`src/rtl/tt_pkg.sv`:
```
package tt_pkg;

  // Word indices of the two preset/readback counters.
  localparam int unsigned SEC_WORD       = 0;
  localparam int unsigned CRS_WORD       = 1;
  // First word of the first event window, and words per window.
  localparam int unsigned WIN_FIRST_WORD = 2;
  localparam int unsigned WIN_WORDS      = 4;

  typedef enum logic [1:0] {
    FLD_META = 2'd0,
    FLD_SEC  = 2'd1,
    FLD_CRS  = 2'd2,
    FLD_FINE = 2'd3
  } tag_field_e;

endpackage

```
`src/rtl/tt_timebase.sv`:
```
module tt_timebase #(
  parameter int unsigned DATA_W        = 32,
  parameter int unsigned TICKS_PER_SEC = 125_000_000
) (
  input  logic              clk,
  input  logic              rst,
  input  logic              ld_sec,
  input  logic              ld_crs,
  input  logic [DATA_W-1:0] wdata,
  output logic [DATA_W-1:0] sec,
  output logic [DATA_W-1:0] crs
);

  localparam logic [DATA_W-1:0] LAST_TICK = DATA_W'(TICKS_PER_SEC - 1);

  logic at_last;
  assign at_last = (crs >= LAST_TICK);

  always_ff @(posedge clk) begin
    if (rst) begin
      crs <= '0;
    end else if (ld_crs) begin
      crs <= wdata;
    end else if (at_last) begin
      crs <= '0;
    end else begin
      crs <= crs + 1'b1;
    end
  end

  always_ff @(posedge clk) begin
    if (rst) begin
      sec <= '0;
    end else if (ld_sec) begin
      sec <= wdata;
    end else if (at_last) begin
      sec <= sec + 1'b1;
    end
  end

endmodule

```
`src/rtl/tt_capture.sv`:
```
module tt_capture #(
  parameter int unsigned DATA_W = 32
) (
  input  logic              clk,
  input  logic              rst,
  input  logic              strobe,
  input  logic [DATA_W-1:0] sec_in,
  input  logic [DATA_W-1:0] crs_in,
  output logic [DATA_W-1:0] cnt,
  output logic [DATA_W-1:0] sec_q,
  output logic [DATA_W-1:0] crs_q
);

  // Seconds and coarse are taken on the same edge, so a stamp is never torn.
  always_ff @(posedge clk) begin
    if (rst) begin
      cnt   <= '0;
      sec_q <= '0;
      crs_q <= '0;
    end else if (strobe) begin
      cnt   <= cnt + 1'b1;
      sec_q <= sec_in;
      crs_q <= crs_in;
    end
  end

endmodule

```
`src/rtl/tt_readmux.sv`:
```
module tt_readmux
  import tt_pkg::*;
#(
  parameter int unsigned DATA_W = 32,
  parameter int unsigned WORD_W = 6,
  parameter int unsigned N_EVT  = 4
) (
  input  logic                         clk,
  input  logic                         rst,
  input  logic                         rd,
  input  logic [WORD_W-1:0]            word,
  input  logic [DATA_W-1:0]            sec,
  input  logic [DATA_W-1:0]            crs,
  input  logic [N_EVT-1:0][DATA_W-1:0] cap_cnt,
  input  logic [N_EVT-1:0][DATA_W-1:0] cap_sec,
  input  logic [N_EVT-1:0][DATA_W-1:0] cap_crs,
  output logic [DATA_W-1:0]            rdata
);

  logic [DATA_W-1:0] sel;

  always_comb begin
    int rel;
    sel = '0;
    rel = 0;
    if (int'(word) == SEC_WORD) begin
      sel = sec;
    end else if (int'(word) == CRS_WORD) begin
      sel = crs;
    end else begin
      for (int i = 0; i < N_EVT; i++) begin
        rel = int'(word) - int'(WIN_FIRST_WORD) - int'(WIN_WORDS) * i;
        if (rel >= 0 && rel < int'(WIN_WORDS)) begin
          case (tag_field_e'(rel[1:0]))
            FLD_META: sel = cap_cnt[i];
            FLD_SEC:  sel = cap_sec[i];
            FLD_CRS:  sel = cap_crs[i];
            default:  sel = '0;
          endcase
        end
      end
    end
  end

  always_ff @(posedge clk) begin
    if (rst) begin
      rdata <= '0;
    end else if (rd) begin
      rdata <= sel;
    end
  end

endmodule

```
`src/rtl/evt_timetag.sv`:
```
module evt_timetag
  import tt_pkg::*;
#(
  parameter int unsigned DATA_W        = 32,
  parameter int unsigned ADDR_W        = 8,
  parameter int unsigned N_EVT         = 4,
  parameter int unsigned TICKS_PER_SEC = 125_000_000
) (
  input  logic              clk,
  input  logic              rst,
  input  logic [N_EVT-1:0]  evt_strobe,
  input  logic              bus_wr,
  input  logic              bus_rd,
  input  logic [ADDR_W-1:0] bus_addr,
  input  logic [DATA_W-1:0] bus_wdata,
  output logic [DATA_W-1:0] bus_rdata
);

  localparam int unsigned WORD_W = ADDR_W - 2;

  logic [WORD_W-1:0]            word;
  logic                         unused_lsb;
  logic                         ld_sec;
  logic                         ld_crs;
  logic [DATA_W-1:0]            tb_sec;
  logic [DATA_W-1:0]            tb_crs;
  logic [N_EVT-1:0][DATA_W-1:0] cap_cnt;
  logic [N_EVT-1:0][DATA_W-1:0] cap_sec;
  logic [N_EVT-1:0][DATA_W-1:0] cap_crs;

  assign word       = bus_addr[ADDR_W-1:2];
  assign unused_lsb = ^bus_addr[1:0];
  assign ld_sec     = bus_wr && (word == WORD_W'(SEC_WORD));
  assign ld_crs     = bus_wr && (word == WORD_W'(CRS_WORD));

  tt_timebase #(
    .DATA_W        (DATA_W),
    .TICKS_PER_SEC (TICKS_PER_SEC)
  ) u_timebase (
    .clk    (clk),
    .rst    (rst),
    .ld_sec (ld_sec),
    .ld_crs (ld_crs),
    .wdata  (bus_wdata),
    .sec    (tb_sec),
    .crs    (tb_crs)
  );

  for (genvar g = 0; g < N_EVT; g++) begin : g_evt
    tt_capture #(
      .DATA_W (DATA_W)
    ) u_cap (
      .clk    (clk),
      .rst    (rst),
      .strobe (evt_strobe[g]),
      .sec_in (tb_sec),
      .crs_in (tb_crs),
      .cnt    (cap_cnt[g]),
      .sec_q  (cap_sec[g]),
      .crs_q  (cap_crs[g])
    );
  end

  tt_readmux #(
    .DATA_W (DATA_W),
    .WORD_W (WORD_W),
    .N_EVT  (N_EVT)
  ) u_readmux (
    .clk     (clk),
    .rst     (rst),
    .rd      (bus_rd),
    .word    (word),
    .sec     (tb_sec),
    .crs     (tb_crs),
    .cap_cnt (cap_cnt),
    .cap_sec (cap_sec),
    .cap_crs (cap_crs),
    .rdata   (bus_rdata)
  );

endmodule

```
`config.mk`:
```
export PLATFORM = sky130hd
export DESIGN_NAME = evt_timetag
export DESIGN_NICKNAME = d
export VERILOG_FILES = /design/src/rtl/tt_pkg.sv /design/src/rtl/tt_timebase.sv /design/src/rtl/tt_capture.sv /design/src/rtl/tt_readmux.sv /design/src/rtl/evt_timetag.sv
export SDC_FILE = /design/constraint.sdc
export NUM_CORES = 1
export LEC_CHECK = 0
export BUFFER_PORTS_ARGS = -buffer_cell sky130_fd_sc_hd__buf_2
export CELL_PAD_IN_SITES_DETAIL_PLACEMENT = 2
export CELL_PAD_IN_SITES_GLOBAL_PLACEMENT = 2
export CORE_UTILIZATION = 39
export DETAILED_ROUTE_END_ITERATION = 8
export PLACE_DENSITY_LB_ADDON = 0.1
export SETUP_SLACK_MARGIN = 0.3
export SYNTH_ARGS = -nofsm -noshare
export SYNTH_HDL_FRONTEND = slang
export SYNTH_SLANG_ARGS = --single-unit
```
`constraint.sdc`:
```
create_clock -name clk -period 5.45 [get_ports clk]
set_input_delay 0.2725 -clock clk [delete_from_list [all_inputs] [get_ports clk]]
set_output_delay 0.2725 -clock clk [all_outputs]
set_load 0.02 [all_outputs]
```
==> flow_summary.toml, run 1 <==
[status]
status = "finished, final reports clean"

[logic_synthesis]
synth_seq_area_share = 0.4028
yosysTopAreaCell = "dfxtp_1"
synth_area_leaders = "dfxtp_1, mux2i_1, nor2_1, a21oi_1, xnor2_1"
synth-seq-cells = 480
async_flop_share = 0
synth_edf_count = 0
yosysUniqueCellTypes = 65
syn_inst = 2764
synth_ff_type = "dfxtp_1"
yosysTopAreaCellShare = 0.4028
syn_avg_cell_area_um2 = 8.631
yosysWarnings = 0
synth_nets = 2841
synthesis.area_mm2 = 0.02386

[timing]
finalCritPeriodShare = 0.7655
worst_pin_slew_ns = 1.382
hold_viol = 0
slew_violations = 0
clock_skew_ns = 0.01266
max_slew_margin = 0.07848
rsz0062_at_grt = "no"
finalSetupViolCount = 0
fin_crit_ns = 4.172
tns_ns = 0
fmax_ghz = 0.2397

[clocking]
clk_path_buf_depth = 3
clk_latency_ns = 0.61
numCtsBuffers = 56
ctsRootBufferMaster = "clkbuf_16"
clk_pin_slew_worst_paths_ns = 0.06
cts_max_level = 2
cts.repair.resized = 0
cts_sinks = 480
cts_tree = "done"

[power_and_ir_drop]
powerDensity_mw_per_mm2 = 297.6
clockPowerShare = 0.485
pwr-share-comb = 0.067
swShare = 0.2494
internal_power_mw = 6.009
pwr-share-seq = 0.447
peakVddDrop_uv = 228.1
power_switching_mw = 1.997
p_leak_nw = 10.25

[placement]
hpwl_um = 62160
gp_congestion = 0.8021
portBuffers = 77
dpl_cell_area_mm2 = 0.02467

[setup_path]
crit_path_start_kind = "input port"
crit_fanout = 29
critPathCaptureType = "flop"
criticalPathCategory = "in2reg"
arrival_ns = 4.68
cp.required_ns = 5.96

[drt]
viasPerCell = 5.776
wl_per_cell_um = 26.32
ant_nets = 0
vias = 20560
drc = 0
drt-pass1-iter-count = 5
drt_iter0_drc = 1095
drt_wl_total_um = 93660

[floorplanning]
pin_count = 80
fp.dieW_um = 249.3
rows = 90
start_util = 0.3952
dieArea_mm2 = 0.06216
die_y_um = 249.3
core_mm2 = 0.06036

[flow_run]
drv_cap = 0

[global_routing]
antenna_found_initial = 6
grt_max_degree = 191
grt_overflow = 0
track_usage = 0.2965
grt_pass1_vias = 22450
grt_pass1_wl_um = 141700

[hold_path]
min_path_type = "in2reg"

[final_layout]
final_cell_mix = "nor2_1, dfxtp_1, mux2i_1, nand2_1, a21oi_1"
finalInstanceArea_mm2 = 0.02690
fin_util = 0.4458
multiInputGateArea_mm2 = 0.01323
final_common_cell = "nor2_1"
syn2layout_area_growth_pct = 12.78
fin_nets = 2803
drive_gt1_frac = 0.09278
fillers = 6575
final-seq-area_mm2 = 0.009609
[worst max-delay path, cell delays in order]
cell,delay (ns)
clkbuf_8,0.35
inv_1,0.16
ha_1,0.30
xor2_1,0.30
clkinv_1,0.34
ha_1,0.34
nand3_1,0.10
inv_1,0.08
ha_1,0.18
o21ai_0,0.08
ha_1,0.26
nor2_1,0.10
nand4_1,0.18
or4b_1,0.95
o22ai_1,0.29
o21bai_1,0.11
a311oi_1,0.27
[per-layer routing]
| layer | routed length [µm] | vias to the layer above | global-route usage |
|---|---|---|---|
| li1 | - | 9499 | - |
| met1 | 40930 | 10590 | 0.3728 |
| met2 | 46690 | 317 | 0.5227 |
| met3 | 2460 | 156 | 0.02539 |
| met4 | 3577 | 0 | 0.1164 |
| met5 | 0 | - | 0 |
[final timing paths]
path	startpoint	end	slack, ns	depth (start not counted)
max	bus_addr[3]	u_readmux.rdata[7]	1.28	17
min	rst	g_evt[2].u_cap.crs_q[12]	0.12	2
max reg2reg	u_timebase.crs[1]	u_timebase.crs[9]	1.62	8
min reg2reg	u_readmux.rdata[29]	u_readmux.rdata[29]	0.49	2
[metrics by stage]
step	total power [mW]	std cells	setup slack (ns)	hold slack [ns]
after floorplan	3.977	2764	1.373	0.4085
after global routing	8.231	3555	0.9575	0.1360
after detailed placement	4.171	3418	0.6912	0.4860
after CTS	8.076	3552	1.317	0.1122
final	8.006	3559	1.278	0.1183
after global placement	4.158	3418	0.8410	0.4685
[final cells by class]
cell class / count / area share
Clock buffer: 85 / 0.06511
Inverter: 35 / 0.004883
Antenna cell: 7 / 0.0006511
Tap cell: 782 / 0.03637
Sequential cell: 480 / 0.3572
Timing Repair Buffer: 143 / 0.03888
Clock inverter: 17 / 0.005209
Multi-Input combinational cell: 2010 / 0.4917
[power groups by stage]
stage	Clock [mW]	Sequential, mW	Combinational [mW]
detailed placement	0	3.66	0.511
finish	3.89	3.58	0.538
global placement	0	3.66	0.500
CTS	3.96	3.58	0.534
global route	4.08	3.58	0.571
floorplan	0	3.63	0.344
[flip-flops by register name (all words and copies together) (netlist names)]
signal             cells
g_evt.u_cap.cnt      128
g_evt.u_cap.crs_q    128
g_evt.u_cap.sec_q    128
u_readmux.rdata       32
u_timebase.crs        32
u_timebase.sec        32
[cell usage after synthesis (12+ instances only)]
library cell    n
nor4_1         19
mux2i_1       417
dfxtp_1       480
nor2_1        513
inv_1          33
nor3_1         43
a22o_1         18
nand2_1       165
a21oi_1       160
buf_2          16
o21ai_0        81
and4_1         18
ha_1           29
xnor2_1        91
clkbuf_1      172
o211ai_1       18
or3_1          51
nand4_1        43
o2bb2ai_1      18
o22ai_1        18
xor2_1         74
a2111oi_2      12
nand3_1        76
buf_1          47
and3_1         21
a31o_2         18
a211oi_1       33
[what timing repair did]
action | 4_1_cts | 5_1_grt
hold buffers | 32 | 0
endpoints found under the hold margin | 63 | 0
setup buffers | 0 | 0
[kinds of logic after synthesis]
logic type,share of synthesized area
fa+ha+maj,0.01521
compound gates,0.1118
flops,0.4028
buf+inv,0.04511
simple gates,0.1876
mux,0.1759
xor+xnor,0.06152
(Power assumes the default switching activity.)
==> run 2, diff against run 1 <==
--- a/config.mk
+++ b/config.mk
@@ -8,7 +8,7 @@
 export BUFFER_PORTS_ARGS = -buffer_cell sky130_fd_sc_hd__buf_2
 export CELL_PAD_IN_SITES_DETAIL_PLACEMENT = 2
 export CELL_PAD_IN_SITES_GLOBAL_PLACEMENT = 2
-export CORE_UTILIZATION = 39
+export CORE_UTILIZATION = 35
 export DETAILED_ROUTE_END_ITERATION = 8
 export PLACE_DENSITY_LB_ADDON = 0.1
 export SETUP_SLACK_MARGIN = 0.3
==> constraint.sdc (replaced) <==
create_clock -name clk -period 3.7 [get_ports clk]
set_input_delay 0.185 -clock clk [delete_from_list [all_inputs] [get_ports clk]]
set_output_delay 0.185 -clock clk [all_outputs]
set_load 0.02 [all_outputs]
==> flow_summary.toml, run 2 (synthesis results as in run 1) <==
[global_routing]
antenna_found_initial = 4
grt_max_degree = 92
grt_pass1_vias = 22680
track_usage = 0.2795
grt_overflow = 0
grt_pass1_wl_um = 147600

[setup_path]
criticalPathCategory = "in2reg"
arrival_ns = 3.71
path_common_cell = "ha_1"
critPathCaptureType = "flop"
r2r_end = "u_timebase.crs[11]"
cp_slowest_stage_delay_ns = 0.55
r2r_slack_ns = 0.77
r2r_start = "u_timebase.crs[27]"
cp.required_ns = 4.22
rr_worst_depth = 7
crit_path_start_kind = "input port"
crit_fanout = 14
path_cells = "clkbuf_8, inv_2, ha_4, or3b_2, xor2_2, nand3_2, inv_1, ha_1, o21ai_0, ha_1, nor2_1, nand4_1, or4b_1, buf_4, o22ai_1, o21bai_1, a311oi_1"
slowest_stage = "or3b_2"

[drt]
drt_wl_total_um = 97570
drc = 0
drt-pass1-iter-count = 5
drt_iter0_drc = 947
wl_per_cell_um = 26.19
vias = 20760
viasPerCell = 5.572
ant_nets = 0

[timing]
worst_pin_slew_ns = 0.9461
finalCritPeriodShare = 0.8626
slew_violations = 0
rsz0062_at_grt = "no"
finalSetupViolCount = 0
hold-worst-slack_ns = 0.03088
clock_skew_ns = 0.03093
hold_viol = 0
max_slew_margin = 0.3693
fmax_ghz = 0.3133
fin_crit_ns = 3.192

[final_layout]
syn2layout_area_growth_pct = 16.26
reg_top3 = "g_evt.u_cap.cnt (128), g_evt.u_cap.crs_q (128), g_evt.u_cap.sec_q (128)"
finalInstanceArea_mm2 = 0.02774
fin_nets = 2880
fin_util = 0.4123
final_cell_mix = "nor2_1, dfxtp_1, mux2i_1, nand2_1, a21oi_1"
final_common_cell = "nor2_1"
fillers = 7331
drive_gt1_frac = 0.1172

[flow_run]
drv_cap = 0

[hold_path]
whs_endpoint = "g_evt[0].u_cap.crs_q[6]"
hold_start = "evt_strobe[0]"
min_path_type = "in2reg"
hold_depth = 3

[clocking]
ctsRootBufferMaster = "clkbuf_16"
clk_path_buf_depth = 3
cts_sinks = 480
cts_max_level = 2
numCtsBuffers = 58
clk_pin_slew_worst_paths_ns = 0.06
postCtsSetupRepairBufs = 0
cts_tree = "done"
clk_latency_ns = 0.63

[power_and_ir_drop]
swShare = 0.2488
p_leak_nw = 10.68
pwr-share-seq = 0.438
internal_power_mw = 9.004
peakVddDrop_uv = 405.1
pwr-share-comb = 0.072
clockPowerShare = 0.489
powerDensity_mw_per_mm2 = 432.2
total_power_mw = 11.99
power_switching_mw = 2.983

[placement]
hpwl_um = 67730
gp_congestion = 0.7975
dpl_cell_area_mm2 = 0.02547
portBuffers = 77

[floorplanning]
dieArea_mm2 = 0.06921
start_util = 0.3546
rows = 95
fp.dieW_um = 263.1
core_mm2 = 0.06728
pin_count = 80
die_y_um = 263.1

[status]
status = "finished, final reports clean"
run 2: layout make-up:
type / count / area, µm² / share of cell area
Tap cell: 873 / 1092 / 0.03938
Clock buffer: 92 / 1750 / 0.06311
Inverter: 35 / 136.4 / 0.004917
Multi-Input combinational cell: 2010 / 13280 / 0.4788
Sequential cell: 480 / 9609 / 0.3465
Clock inverter: 14 / 173.9 / 0.006271
Timing Repair Buffer: 218 / 1687 / 0.06081
Antenna cell: 3 / 7.507 / 0.0002707
run 2: worst max-delay path: cells and delay by family:
kind | cells | cell delay (ns)
buffers and inverters | 4 | 0.57
adders and majority gates | 3 | 0.63
and+or+nand+nor | 5 | 1.44
xor gates and xnor gates | 1 | 0.26
AOI/OAI and AO/OA | 4 | 0.60
run 2: through the flow:
| stage | setup WS (ns) | instances | TNS [ns] |
|---|---|---|---|
| 5_1_grt | 0.3219 | 3725 | 0 |
| 3_5_place_dp | -0.2657 | 3583 | -2.935 |
| 3_3_place_gp | -0.01302 | 3583 | -0.02883 |
| 4_1_cts | 0.3857 | 3722 | 0 |
| 2_1_floorplan | 0.3021 | 2764 | 0 |
| 6_report | 0.5085 | 3725 | 0 |
run 2: timing repair:
item | in CTS | in global routing
gates resized for setup | 0 | 1
endpoints found under the setup margin | 0 | 13
hold endpoints to repair | 121 | 0
hold buffers | 33 | 0
run 2: how the worst max path moves through the flow:
stage | from | end | slack [ns] | cells after the start
after floorplan | bus_addr[3] | u_readmux.rdata[15] | 0.30 | 16
after global placement | bus_addr[3] | u_readmux.rdata[19] | -0.01 | 15
after detailed placement | bus_addr[3] | u_readmux.rdata[18] | -0.27 | 15
after CTS | bus_addr[3] | u_readmux.rdata[11] | 0.39 | 15
after global routing | bus_addr[3] | u_readmux.rdata[5] | 0.32 | 17
final | bus_addr[3] | u_readmux.rdata[5] | 0.51 | 17
run 2: power groups by stage:
stage	combinational (mW)	sequential, mW	clock (mW)
2_1_floorplan	0.517	5.35	0
3_3_place_gp	0.811	5.37	0
3_5_place_dp	0.831	5.37	0
4_1_cts	0.864	5.25	5.98
5_1_grt	0.918	5.25	6.20
6_report	0.867	5.25	5.87
run 2: metal layers:
metal	GRT usage	routed length (µm)	vias up
met5	0	0	-
met2	0.5076	49930	287
met4	0.08630	2718	0
met3	0.02722	2279	138
li1	-	-	9660
met1	0.3457	42640	10670
==> run 3, diff against run 2 <==
--- a/config.mk
+++ b/config.mk
@@ -8,9 +8,10 @@
 export BUFFER_PORTS_ARGS = -buffer_cell sky130_fd_sc_hd__buf_2
 export CELL_PAD_IN_SITES_DETAIL_PLACEMENT = 2
 export CELL_PAD_IN_SITES_GLOBAL_PLACEMENT = 2
+export CORE_MARGIN = 3
 export CORE_UTILIZATION = 35
 export DETAILED_ROUTE_END_ITERATION = 8
-export PLACE_DENSITY_LB_ADDON = 0.1
+export PLACE_DENSITY = 0.86
 export SETUP_SLACK_MARGIN = 0.3
 export SYNTH_ARGS = -nofsm -noshare
 export SYNTH_HDL_FRONTEND = slang
==> flow_summary.toml, run 3 (synthesis results as in run 1) <==
[status]
status = "finished, final reports clean"

[setup_path]
cp.required_ns = 4.23
criticalPathCategory = "reg2reg"
path_delay_family = "compound AO/OA/AOI/OAI gates"
arrival_ns = 3.91
critPathBufInv = 1
critPathCaptureType = "flop"
slowest_stage = "a2111oi_2"
path_cells = "or4b_1, nor4_1, a22oi_2, buf_4, a2111oi_2, xnor2_1, a211oi_1"
crit_path_start_kind = "flop"
cp_slowest_stage_delay_ns = 0.60
crit_fanout = 19

[placement]
dpl_cell_area_mm2 = 0.02535
portBuffers = 77
gp_congestion = 0.8608
hpwl_um = 68080

[final_layout]
syn2layout_area_growth_pct = 15.61
fin_util = 0.4092
finalInstanceArea_mm2 = 0.02758
fin_nets = 2864
insertedDiodeCount = 0
final_cell_mix = "nor2_1, dfxtp_1, mux2i_1, nand2_1, a21oi_1"
final_common_cell = "nor2_1"
drive_gt1_frac = 0.1172
reg_top3 = "g_evt.u_cap.cnt (128), g_evt.u_cap.crs_q (128), g_evt.u_cap.sec_q (128)"

[timing]
fmax_ghz = 0.2955
fin_crit_ns = 3.384
clock_skew_ns = 0.06286
max_slew_margin = 0.2420
hold_viol = 0
rsz0062_at_grt = "no"
finalCritPeriodShare = 0.9146
finalSetupViolCount = 0
worst_pin_slew_ns = 1.128
slew_violations = 0

[power_and_ir_drop]
swShare = 0.2734
pwr-share-seq = 0.435
p_leak_nw = 10.57
peakVddDrop_uv = 366.4
power_switching_mw = 3.305
clockPowerShare = 0.489
pwr-share-comb = 0.076
internal_power_mw = 8.781
powerDensity_mw_per_mm2 = 438.2

[drt]
drt_wl_total_um = 125100
ant_nets = 0
vias = 23540
drc = 0
viasPerCell = 6.352
drt-pass1-iter-count = 6
wl_per_cell_um = 33.75
drt_iter0_drc = 2181

[clocking]
cts_sinks = 480
numCtsBuffers = 54
cts_tree = "done"
clk_path_buf_depth = 3
cts_max_level = 2
clk_latency_ns = 0.66
ctsRootBufferMaster = "clkbuf_16"
postCtsSetupRepairBufs = 0
clk_pin_slew_worst_paths_ns = 0.07

[floorplanning]
die_y_um = 267.1
start_util = 0.3540
rows = 95
core_mm2 = 0.06740
pin_count = 80
dieArea_mm2 = 0.07133
fp.dieW_um = 267.1

[global_routing]
grt_pass1_wl_um = 183900
grt_overflow = 0
antenna_found_initial = 3
grt_pass1_vias = 26560
grt_max_degree = 173
track_usage = 0.3430

[hold_path]
min_path_type = "in2reg"

[flow_run]
drv_cap = 0
==> run 3: changes by cell type in the layout (fill, tap and decap cells not counted), sizes merged <==
cell	before	now
clkbuf	93	81
buf	184	173
clkinv	11	18
diode	3	0
clkinvlp	0	2
dlygate4sd3	33	32
inv	34	33
==> run 3: final cells by class <==
class	instances	area, µm²
fillers	7060	39820
repair buffers	206	1556
flip-flops and latches	480	9612
clock buffers	80	1590
multi-input cells	2010	13320
inverters	35	136.4
well taps	873	1092
clock inverters	22	269.0
==> run 3: worst paths after layout <==
kind | start | depth (start not counted) | slack [ns] | to
hold reg to reg | g_evt[2].u_cap.sec_q[28] | 2 | 0.50 | g_evt[2].u_cap.sec_q[28]
hold / removal | evt_strobe[0] | 3 | 0.04 | g_evt[0].u_cap.crs_q[3]
setup reg to reg | u_timebase.crs[23] | 7 | 0.32 | u_timebase.sec[22]
setup / recovery | u_timebase.crs[23] | 7 | 0.32 | u_timebase.sec[22]
==> run 3: power groups by stage <==
| stage | sequential (mW) | clock, mW | combinational [mW] |
|---|---|---|---|
| 5_1_grt | 5.25 | 6.12 | 0.939 |
| 4_1_cts | 5.25 | 5.82 | 0.863 |
| 3_5_place_dp | 5.36 | 0 | 0.814 |
| 6_report | 5.26 | 5.91 | 0.917 |
| 3_3_place_gp | 5.36 | 0 | 0.777 |
| 2_1_floorplan | 5.35 | 0 | 0.517 |
==> run 3: what timing repair did <==
action,in CTS,in global routing
resized for setup,0,13
hold buffers,32,0
endpoints found under the setup margin,0,18
hold endpoints to repair,62,0
==> run 3: metrics by stage <==
| step | hold WS (ns) | instances | setup slack [ns] | power [mW] | TNS [ns] |
|---|---|---|---|---|---|
| 3_5_place_dp | 0.4726 | 3572 | -0.2104 | 6.179 | -1.401 |
| 5_1_grt | 0.09019 | 3706 | 0.3220 | 12.31 | 0 |
| 6_report | 0.03852 | 3706 | 0.3161 | 12.09 | 0 |
| 4_1_cts | 0.02683 | 3706 | 0.3531 | 11.93 | 0 |
| 2_1_floorplan | 0.3210 | 2764 | 0.3021 | 5.869 | 0 |
| 3_3_place_gp | 0.4634 | 3572 | 0.09954 | 6.138 | 0 |
==> run 3: per-layer routing <==
layer | vias to the layer above | global-route usage | routed length [µm]
li1 | 9598 | - | -
met1 | 11730 | 0.3759 | 44930
met2 | 1476 | 0.5602 | 57140
met3 | 743 | 0.07294 | 9793
met4 | 0 | 0.3100 | 13200
met5 | - | 0 | 0
==> run 3: tightest hold or removal path, cell delays in order <==
cell	delay (ns)
buf_4	0.23
mux2i_1	0.16
nor2_1	0.08
